## config.mk

```make
export PLATFORM = sky130hd
export DESIGN_NAME = rail_seq_ctrl
export DESIGN_NICKNAME = d
export VERILOG_FILES = /design/src/rtl/rail_seq_pkg.sv /design/src/rtl/rail_seq_timer.sv /design/src/rtl/rail_seq_fsm.sv /design/src/rtl/rail_seq_flags.sv /design/src/rtl/rail_seq_ctrl.sv
export SDC_FILE = /design/constraint.sdc
export NUM_CORES = 1
export LEC_CHECK = 0
export ABC_AREA = 1
export CAP_MARGIN = 20
export CORE_ASPECT_RATIO = 0.75
export CORE_MARGIN = 4
export CORE_UTILIZATION = 50
export DETAILED_ROUTE_END_ITERATION = 7
export PLACE_DENSITY = 0.95
export SYNTH_ARGS = -nofsm -noshare
export SYNTH_HDL_FRONTEND = slang
export SYNTH_SLANG_ARGS = --single-unit
```

## constraint.sdc

```tcl
create_clock -name clk -period 3.1 [get_ports clk]
set_input_delay 0.62 -clock clk [delete_from_list [all_inputs] [get_ports clk]]
set_output_delay 0.62 -clock clk [all_outputs]
set_load 0.02 [all_outputs]
```

## src/rtl/rail_seq_pkg.sv

```systemverilog
package rail_seq_pkg;

   typedef enum logic [1:0] {
      SEQ_IDLE = 2'd0,
      SEQ_RISE = 2'd1,
      SEQ_HOLD = 2'd2,
      SEQ_FALL = 2'd3
   } seq_state_e;

endpackage

```

## src/rtl/rail_seq_timer.sv

```systemverilog
module rail_seq_timer #(
   parameter int DLY_W = 16
) (
   input  logic             clk,
   input  logic             rst_n,
   input  logic             load,
   input  logic [DLY_W-1:0] load_val,
   input  logic             run,
   output logic             expired
);

   generate
      if (DLY_W < 1) begin : g_bad_width
         $error("rail_seq_timer: DLY_W must be at least 1");
      end
   endgenerate

   logic [DLY_W-1:0] cnt_q;

   always_ff @(posedge clk or negedge rst_n) begin
      if (!rst_n) begin
         cnt_q <= '0;
      end else if (load) begin
         cnt_q <= load_val;
      end else if (run && (cnt_q != '0)) begin
         cnt_q <= cnt_q - DLY_W'(1);
      end
   end

   assign expired = run && (cnt_q == '0);

   // a running, non-zero count steps down by exactly one per edge
   assert_count_step_R2: assert property (@(posedge clk) disable iff (!rst_n)
      (run && !load && cnt_q != '0) |=> (cnt_q == $past(cnt_q) - DLY_W'(1)));

   // an idle counter holds its value
   assert_count_hold_R9: assert property (@(posedge clk) disable iff (!rst_n)
      (!run && !load) |=> $stable(cnt_q));

endmodule

```

## src/rtl/rail_seq_fsm.sv

```systemverilog
module rail_seq_fsm
   import rail_seq_pkg::*;
#(
   parameter int NUM_RAILS = 3,
   parameter int DLY_W     = 16,
   localparam int IDX_W    = (NUM_RAILS > 1) ? $clog2(NUM_RAILS) : 1
) (
   input  logic                            clk,
   input  logic                            rst_n,
   input  logic                            en_i,
   input  logic [NUM_RAILS-1:0][DLY_W-1:0] up_dly_i,
   input  logic [NUM_RAILS-1:0][DLY_W-1:0] dn_dly_i,
   input  logic                            expired,
   output logic                            load,
   output logic [DLY_W-1:0]                load_val,
   output logic                            set_en,
   output logic                            clr_en,
   output logic [IDX_W-1:0]                idx,
   output logic                            busy,
   output logic                            done
);

   localparam logic [IDX_W-1:0] LAST = IDX_W'(NUM_RAILS - 1);

   seq_state_e       state_q;
   logic [IDX_W-1:0] stage_q;
   logic [IDX_W-1:0] stage_inc;
   logic [IDX_W-1:0] stage_dec;

   assign stage_inc = stage_q + IDX_W'(1);
   assign stage_dec = stage_q - IDX_W'(1);

   always_ff @(posedge clk or negedge rst_n) begin
      if (!rst_n) begin
         state_q <= SEQ_IDLE;
         stage_q <= '0;
      end else begin
         unique case (state_q)
            SEQ_IDLE: begin
               if (en_i) begin
                  state_q <= SEQ_RISE;
                  stage_q <= '0;
               end
            end
            SEQ_RISE: begin
               if (!en_i) begin
                  if (stage_q == '0) begin
                     state_q <= SEQ_IDLE;
                  end else begin
                     state_q <= SEQ_FALL;
                     stage_q <= stage_dec;
                  end
               end else if (expired) begin
                  if (stage_q == LAST) state_q <= SEQ_HOLD;
                  else                 stage_q <= stage_inc;
               end
            end
            SEQ_HOLD: begin
               if (!en_i) begin
                  state_q <= SEQ_FALL;
                  stage_q <= LAST;
               end
            end
            SEQ_FALL: begin
               if (expired) begin
                  if (stage_q == '0) state_q <= SEQ_IDLE;
                  else               stage_q <= stage_dec;
               end
            end
            default: state_q <= SEQ_IDLE;
         endcase
      end
   end

   always_comb begin
      load     = 1'b0;
      load_val = '0;
      unique case (state_q)
         SEQ_IDLE: begin
            if (en_i) begin
               load     = 1'b1;
               load_val = up_dly_i[0];
            end
         end
         SEQ_RISE: begin
            if (!en_i) begin
               if (stage_q != '0) begin
                  load     = 1'b1;
                  load_val = dn_dly_i[stage_dec];
               end
            end else if (expired && stage_q != LAST) begin
               load     = 1'b1;
               load_val = up_dly_i[stage_inc];
            end
         end
         SEQ_HOLD: begin
            if (!en_i) begin
               load     = 1'b1;
               load_val = dn_dly_i[LAST];
            end
         end
         SEQ_FALL: begin
            if (expired && stage_q != '0) begin
               load     = 1'b1;
               load_val = dn_dly_i[stage_dec];
            end
         end
         default: ;
      endcase
   end

   assign set_en = (state_q == SEQ_RISE) && en_i && expired;
   assign clr_en = (state_q == SEQ_FALL) && expired;
   assign idx    = stage_q;
   assign busy   = (state_q == SEQ_RISE) || (state_q == SEQ_FALL);
   assign done   = (state_q == SEQ_HOLD);

   // a running power-down never returns to power-up
   assert_fall_commits_R8: assert property (@(posedge clk) disable iff (!rst_n)
      (state_q == SEQ_FALL) |=> (state_q == SEQ_FALL || state_q == SEQ_IDLE));

   // cancel before the first release goes straight to idle
   assert_early_cancel_R6: assert property (@(posedge clk) disable iff (!rst_n)
      (state_q == SEQ_RISE && stage_q == '0 && !en_i) |=> (state_q == SEQ_IDLE));

   // stage index stays inside the rail range
   assert_stage_range_R5: assert property (@(posedge clk) disable iff (!rst_n)
      (stage_q <= LAST));

endmodule

```

## src/rtl/rail_seq_flags.sv

```systemverilog
module rail_seq_flags #(
   parameter int NUM_RAILS = 3,
   localparam int IDX_W    = (NUM_RAILS > 1) ? $clog2(NUM_RAILS) : 1
) (
   input  logic                 clk,
   input  logic                 rst_n,
   input  logic                 set_en,
   input  logic                 clr_en,
   input  logic [IDX_W-1:0]     idx,
   output logic [NUM_RAILS-1:0] flag_q
);

   generate
      for (genvar i = 0; i < NUM_RAILS; i++) begin : g_rail
         always_ff @(posedge clk or negedge rst_n) begin
            if (!rst_n)                                  flag_q[i] <= 1'b0;
            else if (set_en && idx == IDX_W'(i))         flag_q[i] <= 1'b1;
            else if (clr_en && idx == IDX_W'(i))         flag_q[i] <= 1'b0;
         end

         if (i > 0) begin : g_order
            // a higher rail is only on when the one below it is on
            assert_rail_order_R3: assert property (@(posedge clk) disable iff (!rst_n)
               flag_q[i] |-> flag_q[i-1]);
         end
      end
   endgenerate

   // a single rail moves per edge
   assert_one_change_R11: assert property (@(posedge clk) disable iff (!rst_n)
      $countones(flag_q ^ $past(flag_q)) <= 1);

endmodule

```

## src/rtl/rail_seq_ctrl.sv

```systemverilog
module rail_seq_ctrl #(
   parameter int NUM_RAILS = 3,
   parameter int DLY_W     = 16
) (
   input  logic                            clk,
   input  logic                            rst_n,
   input  logic                            en_i,
   input  logic [NUM_RAILS-1:0][DLY_W-1:0] up_dly_i,
   input  logic [NUM_RAILS-1:0][DLY_W-1:0] dn_dly_i,
   output logic [NUM_RAILS-1:0]            flag_o,
   output logic                            busy_o,
   output logic                            done_o
);

   localparam int IDX_W = (NUM_RAILS > 1) ? $clog2(NUM_RAILS) : 1;

   generate
      if (NUM_RAILS < 2) begin : g_bad_rails
         $error("rail_seq_ctrl: NUM_RAILS must be at least 2");
      end
      if (DLY_W < 1 || DLY_W > 32) begin : g_bad_dly
         $error("rail_seq_ctrl: DLY_W must lie in 1..32");
      end
   endgenerate

   logic             tmr_load;
   logic [DLY_W-1:0] tmr_val;
   logic             tmr_exp;
   logic             set_en;
   logic             clr_en;
   logic [IDX_W-1:0] idx;

   rail_seq_fsm #(.NUM_RAILS(NUM_RAILS), .DLY_W(DLY_W)) u_fsm (
      .clk      (clk),
      .rst_n    (rst_n),
      .en_i     (en_i),
      .up_dly_i (up_dly_i),
      .dn_dly_i (dn_dly_i),
      .expired  (tmr_exp),
      .load     (tmr_load),
      .load_val (tmr_val),
      .set_en   (set_en),
      .clr_en   (clr_en),
      .idx      (idx),
      .busy     (busy_o),
      .done     (done_o)
   );

   rail_seq_timer #(.DLY_W(DLY_W)) u_tmr (
      .clk      (clk),
      .rst_n    (rst_n),
      .load     (tmr_load),
      .load_val (tmr_val),
      .run      (busy_o),
      .expired  (tmr_exp)
   );

   rail_seq_flags #(.NUM_RAILS(NUM_RAILS)) u_flags (
      .clk    (clk),
      .rst_n  (rst_n),
      .set_en (set_en),
      .clr_en (clr_en),
      .idx    (idx),
      .flag_q (flag_o)
   );

   // done implies every rail is on
   assert_done_all_up_R10: assert property (@(posedge clk) disable iff (!rst_n)
      done_o |-> (&flag_o));

   // counting and done are exclusive
   assert_busy_not_done_R9: assert property (@(posedge clk) disable iff (!rst_n)
      !(busy_o && done_o));

   // cancel with no rail on leaves every rail off and the block idle
   assert_cancel_quiet_R6: assert property (@(posedge clk) disable iff (!rst_n)
      (busy_o && flag_o == '0 && !en_i) |=> (flag_o == '0 && !busy_o));

   // idle with enable low keeps all rails off
   assert_idle_off_R1: assert property (@(posedge clk) disable iff (!rst_n)
      (!busy_o && !done_o && !en_i) |=> (flag_o == '0));

endmodule

```

==> impl_metrics.json <==
{
  "worst_setup_path_start_kind": "flip-flop",
  "clkSlewWorstSetupHoldPaths_ps": 80,
  "drt_first_pass_iters": 6,
  "synth.ff_latch_count": 23,
  "holdBufCountCts": 0,
  "htree_num_levels": 1,
  "ir_worst_vdd_uv": 759,
  "finClkSkew_ps": 11.1,
  "r2r-start": "u_fsm.state_q[0]",
  "cp_max_fo": 21,
  "ys_types": 34,
  "vias_per_cell": 5.61,
  "tritoncts": "built",
  "clock_path_buffers": 2,
  "startpoint": "u_fsm.state_q[0]",
  "hold_path.class": "flip-flop to flip-flop",
  "end_kind": "output pin",
  "arrival_ps": 1960,
  "critical_path_depth": 1,
  "critPathSlowestCell": "dfrtp_1",
  "p_total_mw": 3.03,
  "yosysWarnings": 0,
  "cp_cell_sequence": "clkdlybuf4s50_1",
  "status": "finished clean",
  "setup-tns-final_ps": 0,
  "critPathKind": "flip-flop to output pin",
  "cpPeakStageDelay_ps": 930,
  "area_growth_pct": 37.5,
  "dpl.hpwl_um": 8350,
  "crit_end": "busy_o",
  "crit_required_ps": 2480,
  "ys_seq_area_share_pct": 19.2,
  "max-slew-margin-rel_pct": 41.2,
  "cts-root-buf": "clkbuf_8",
  "grt_max_degree": 48,
  "io_buffers": 103,
  "fp.coreArea_um2": 5800,
  "layout_min_cycle_time_ps": 2580,
  "fin_nets": 726,
  "post_cts_buffers": 0,
  "dieArea_um2": 7300,
  "setup-violations-final": 0,
  "io_pins": 104,
  "cts_resized": 0,
  "drc": 0,
  "antenna_found_initial": 0,
  "finalCoreUtilization_pct": 71.0,
  "die_h_um": 75.0,
  "period_share_pct": 83.3,
  "place_area_um2": 4070,
  "r2r_end": "u_tmr.cnt_q[6]",
  "grt_pass1_wl_um": 17900,
  "holdWs_ps": 514,
  "syn_avg_cell_area_um2": 5.70,
  "grt_pass1_vias": 3656,
  "clock_latency_ps": 280,
  "routed_wl_um": 10900,
  "grt_setup_unrepaired": "false",
  "routedWlPerCell_um": 15.6,
  "final_cell_area_um2": 4120,
  "syn_inst": 525,
  "start_util_pct": 51.7,
  "fillCellCount": 511,
  "worst-r2r-setup-slack_ps": 630,
  "grt_use_total_pct": 29.7,
  "maxClockFrequency_mhz": 387,
  "p_leak_nw": 1.91,
  "ff2ff_path_depth": 9,
  "finalMaxSlewViolations": 0,
  "synth_nets": 631,
  "place_congestion": 0.975,
  "drtAntennaViolNets": 0,
  "diodes": 0,
  "cts_buffers": 3,
  "critPathTopFamily": "flip-flops",
  "syn_area_um2": 2990,
  "maxCapViolCount": 0,
  "hold_violations": 0,
  "path_buf_inv": 1,
  "post_route_cells_drive_above_1_share_pct": 7.11,
  "rows": 24,
  "worst_pin_slew_ps": 882,
  "vias": 3911,
  "die_w_um": 97.4,
  "cellPowerDensity_nw_per_um2": 736,
  "drtIter0Drc": 312,
  "clock_sinks": 23,
  "grt-ovfl-total": 0
}
==> cell families after synthesis <==
logic type / Yosys count / synth area share (%)
AO/OA/AOI/OAI: 106 / 19.3
XOR/XNOR: 14 / 4.10
adder cells (fa/ha/maj): 7 / 2.93
buffers and inverters: 86 / 11.8
flip-flops: 23 / 19.2
AND/OR/NAND/NOR: 289 / 42.7
==> worst min path at each step <==
stage	startpoint	end	cells after the start
after floorplan	rst_n	async pin	0
after global placement	u_flags.flag_q[1]	u_flags.flag_q[1]	1
after detailed placement	u_flags.flag_q[1]	u_flags.flag_q[1]	1
after CTS	u_flags.flag_q[1]	u_flags.flag_q[1]	1
after global routing	u_flags.flag_q[1]	u_flags.flag_q[1]	1
final	u_flags.flag_q[1]	u_flags.flag_q[1]	1
==> cell usage in the layout (no fill, tap or decap) <==
cell type and count:
buf_4 7, a21boi_0 1, nor3_4 1, xor2_1 12, nor2_2 8, nor2_1 87
xnor2_1 2, nand2_4 1, nand3_4 1, inv_2 12, nand3_1 23, clkbuf_8 3
a21oi_1 29, o221ai_1 1, o21ai_1 2, ha_1 7, dfrtp_1 23, nor3_1 3
nand4_4 1, nand2_2 4, inv_1 54, o21ai_0 53, o211ai_2 1, nand2_1 134
o2111ai_1 1, clkdlybuf4s50_1 103, o22ai_1 15, nand4_1 22, o31ai_1 1, a22o_1 2
clkinv_2 1, or2_2 1, nor2_4 3
==> synth_stat cells (all sizes together) <==
library cell | count | area share (%)
o211ai | 1 | 0.42
nor2 | 98 | 14
o221ai | 1 | 0.29
a21boi | 1 | 0.25
o31ai | 1 | 0.25
xnor2 | 2 | 0.59
xor2 | 12 | 3.5
nand2 | 139 | 18
o21ai | 55 | 9.2
o2111ai | 1 | 0.29
a21oi | 29 | 4.8
a22o | 2 | 0.59
dfrtp | 23 | 19
buf | 11 | 2.4
ha | 7 | 2.9
or2 | 1 | 0.21
o22ai | 15 | 3.1
inv | 66 | 8.3
clkbuf | 9 | 1.1
nand3 | 24 | 4.4
nor3 | 4 | 1.0
nand4 | 23 | 5.3
==> state kept, by name, summed over array words and instances (netlist names), named ones only <==
register	cells
u_tmr.cnt_q	16
u_flags.flag_q	3
u_fsm.idx	2
u_fsm.state_q	1
==> per-layer routing <==
| layer | wire length (um) | vias to the layer above | part of all wire (%) | global-route usage [%] |
|---|---|---|---|---|
| met5 | 0 | - | 0 | 0 |
| met4 | 198 | 0 | 1.8 | 5.53 |
| met3 | 1140 | 26 | 11 | 6.57 |
| met2 | 4880 | 238 | 45 | 52.1 |
| met1 | 4640 | 1757 | 43 | 38.8 |
| li1 | - | 1890 | - | - |
==> where the power goes <==
| part | switching (mW) | internal (mW) | total (mW) | leakage (nW) |
|---|---|---|---|---|
| logic | 1.42 | 0.764 | 2.19 | 1.60 |
| registers | 0.206 | 0.438 | 0.644 | 0.280 |
| clock network | 0.109 | 0.0902 | 0.199 | 0.0255 |
==> area by class of cell <==
cell class / count / area, um^2 / share of cell area [%]
Clock buffer: 3 / 41.3 / 1.00
Clock inverter: 1 / 5.00 / 0.122
Inverter: 66 / 248 / 6.02
Multi-Input combinational cell: 416 / 2070 / 50.2
Sequential cell: 23 / 576 / 14.0
Tap cell: 78 / 97.6 / 2.37
Timing Repair Buffer: 110 / 1080 / 26.3
==> stage by stage <==
step	setup WS, ps	std cells
4_1_cts	563	697
5_1_grt	467	697
2_1_floorplan	996	525
3_3_place_gp	658	693
6_report	519	697
3_5_place_dp	522	693
Power figures use the tool's default switching activity.
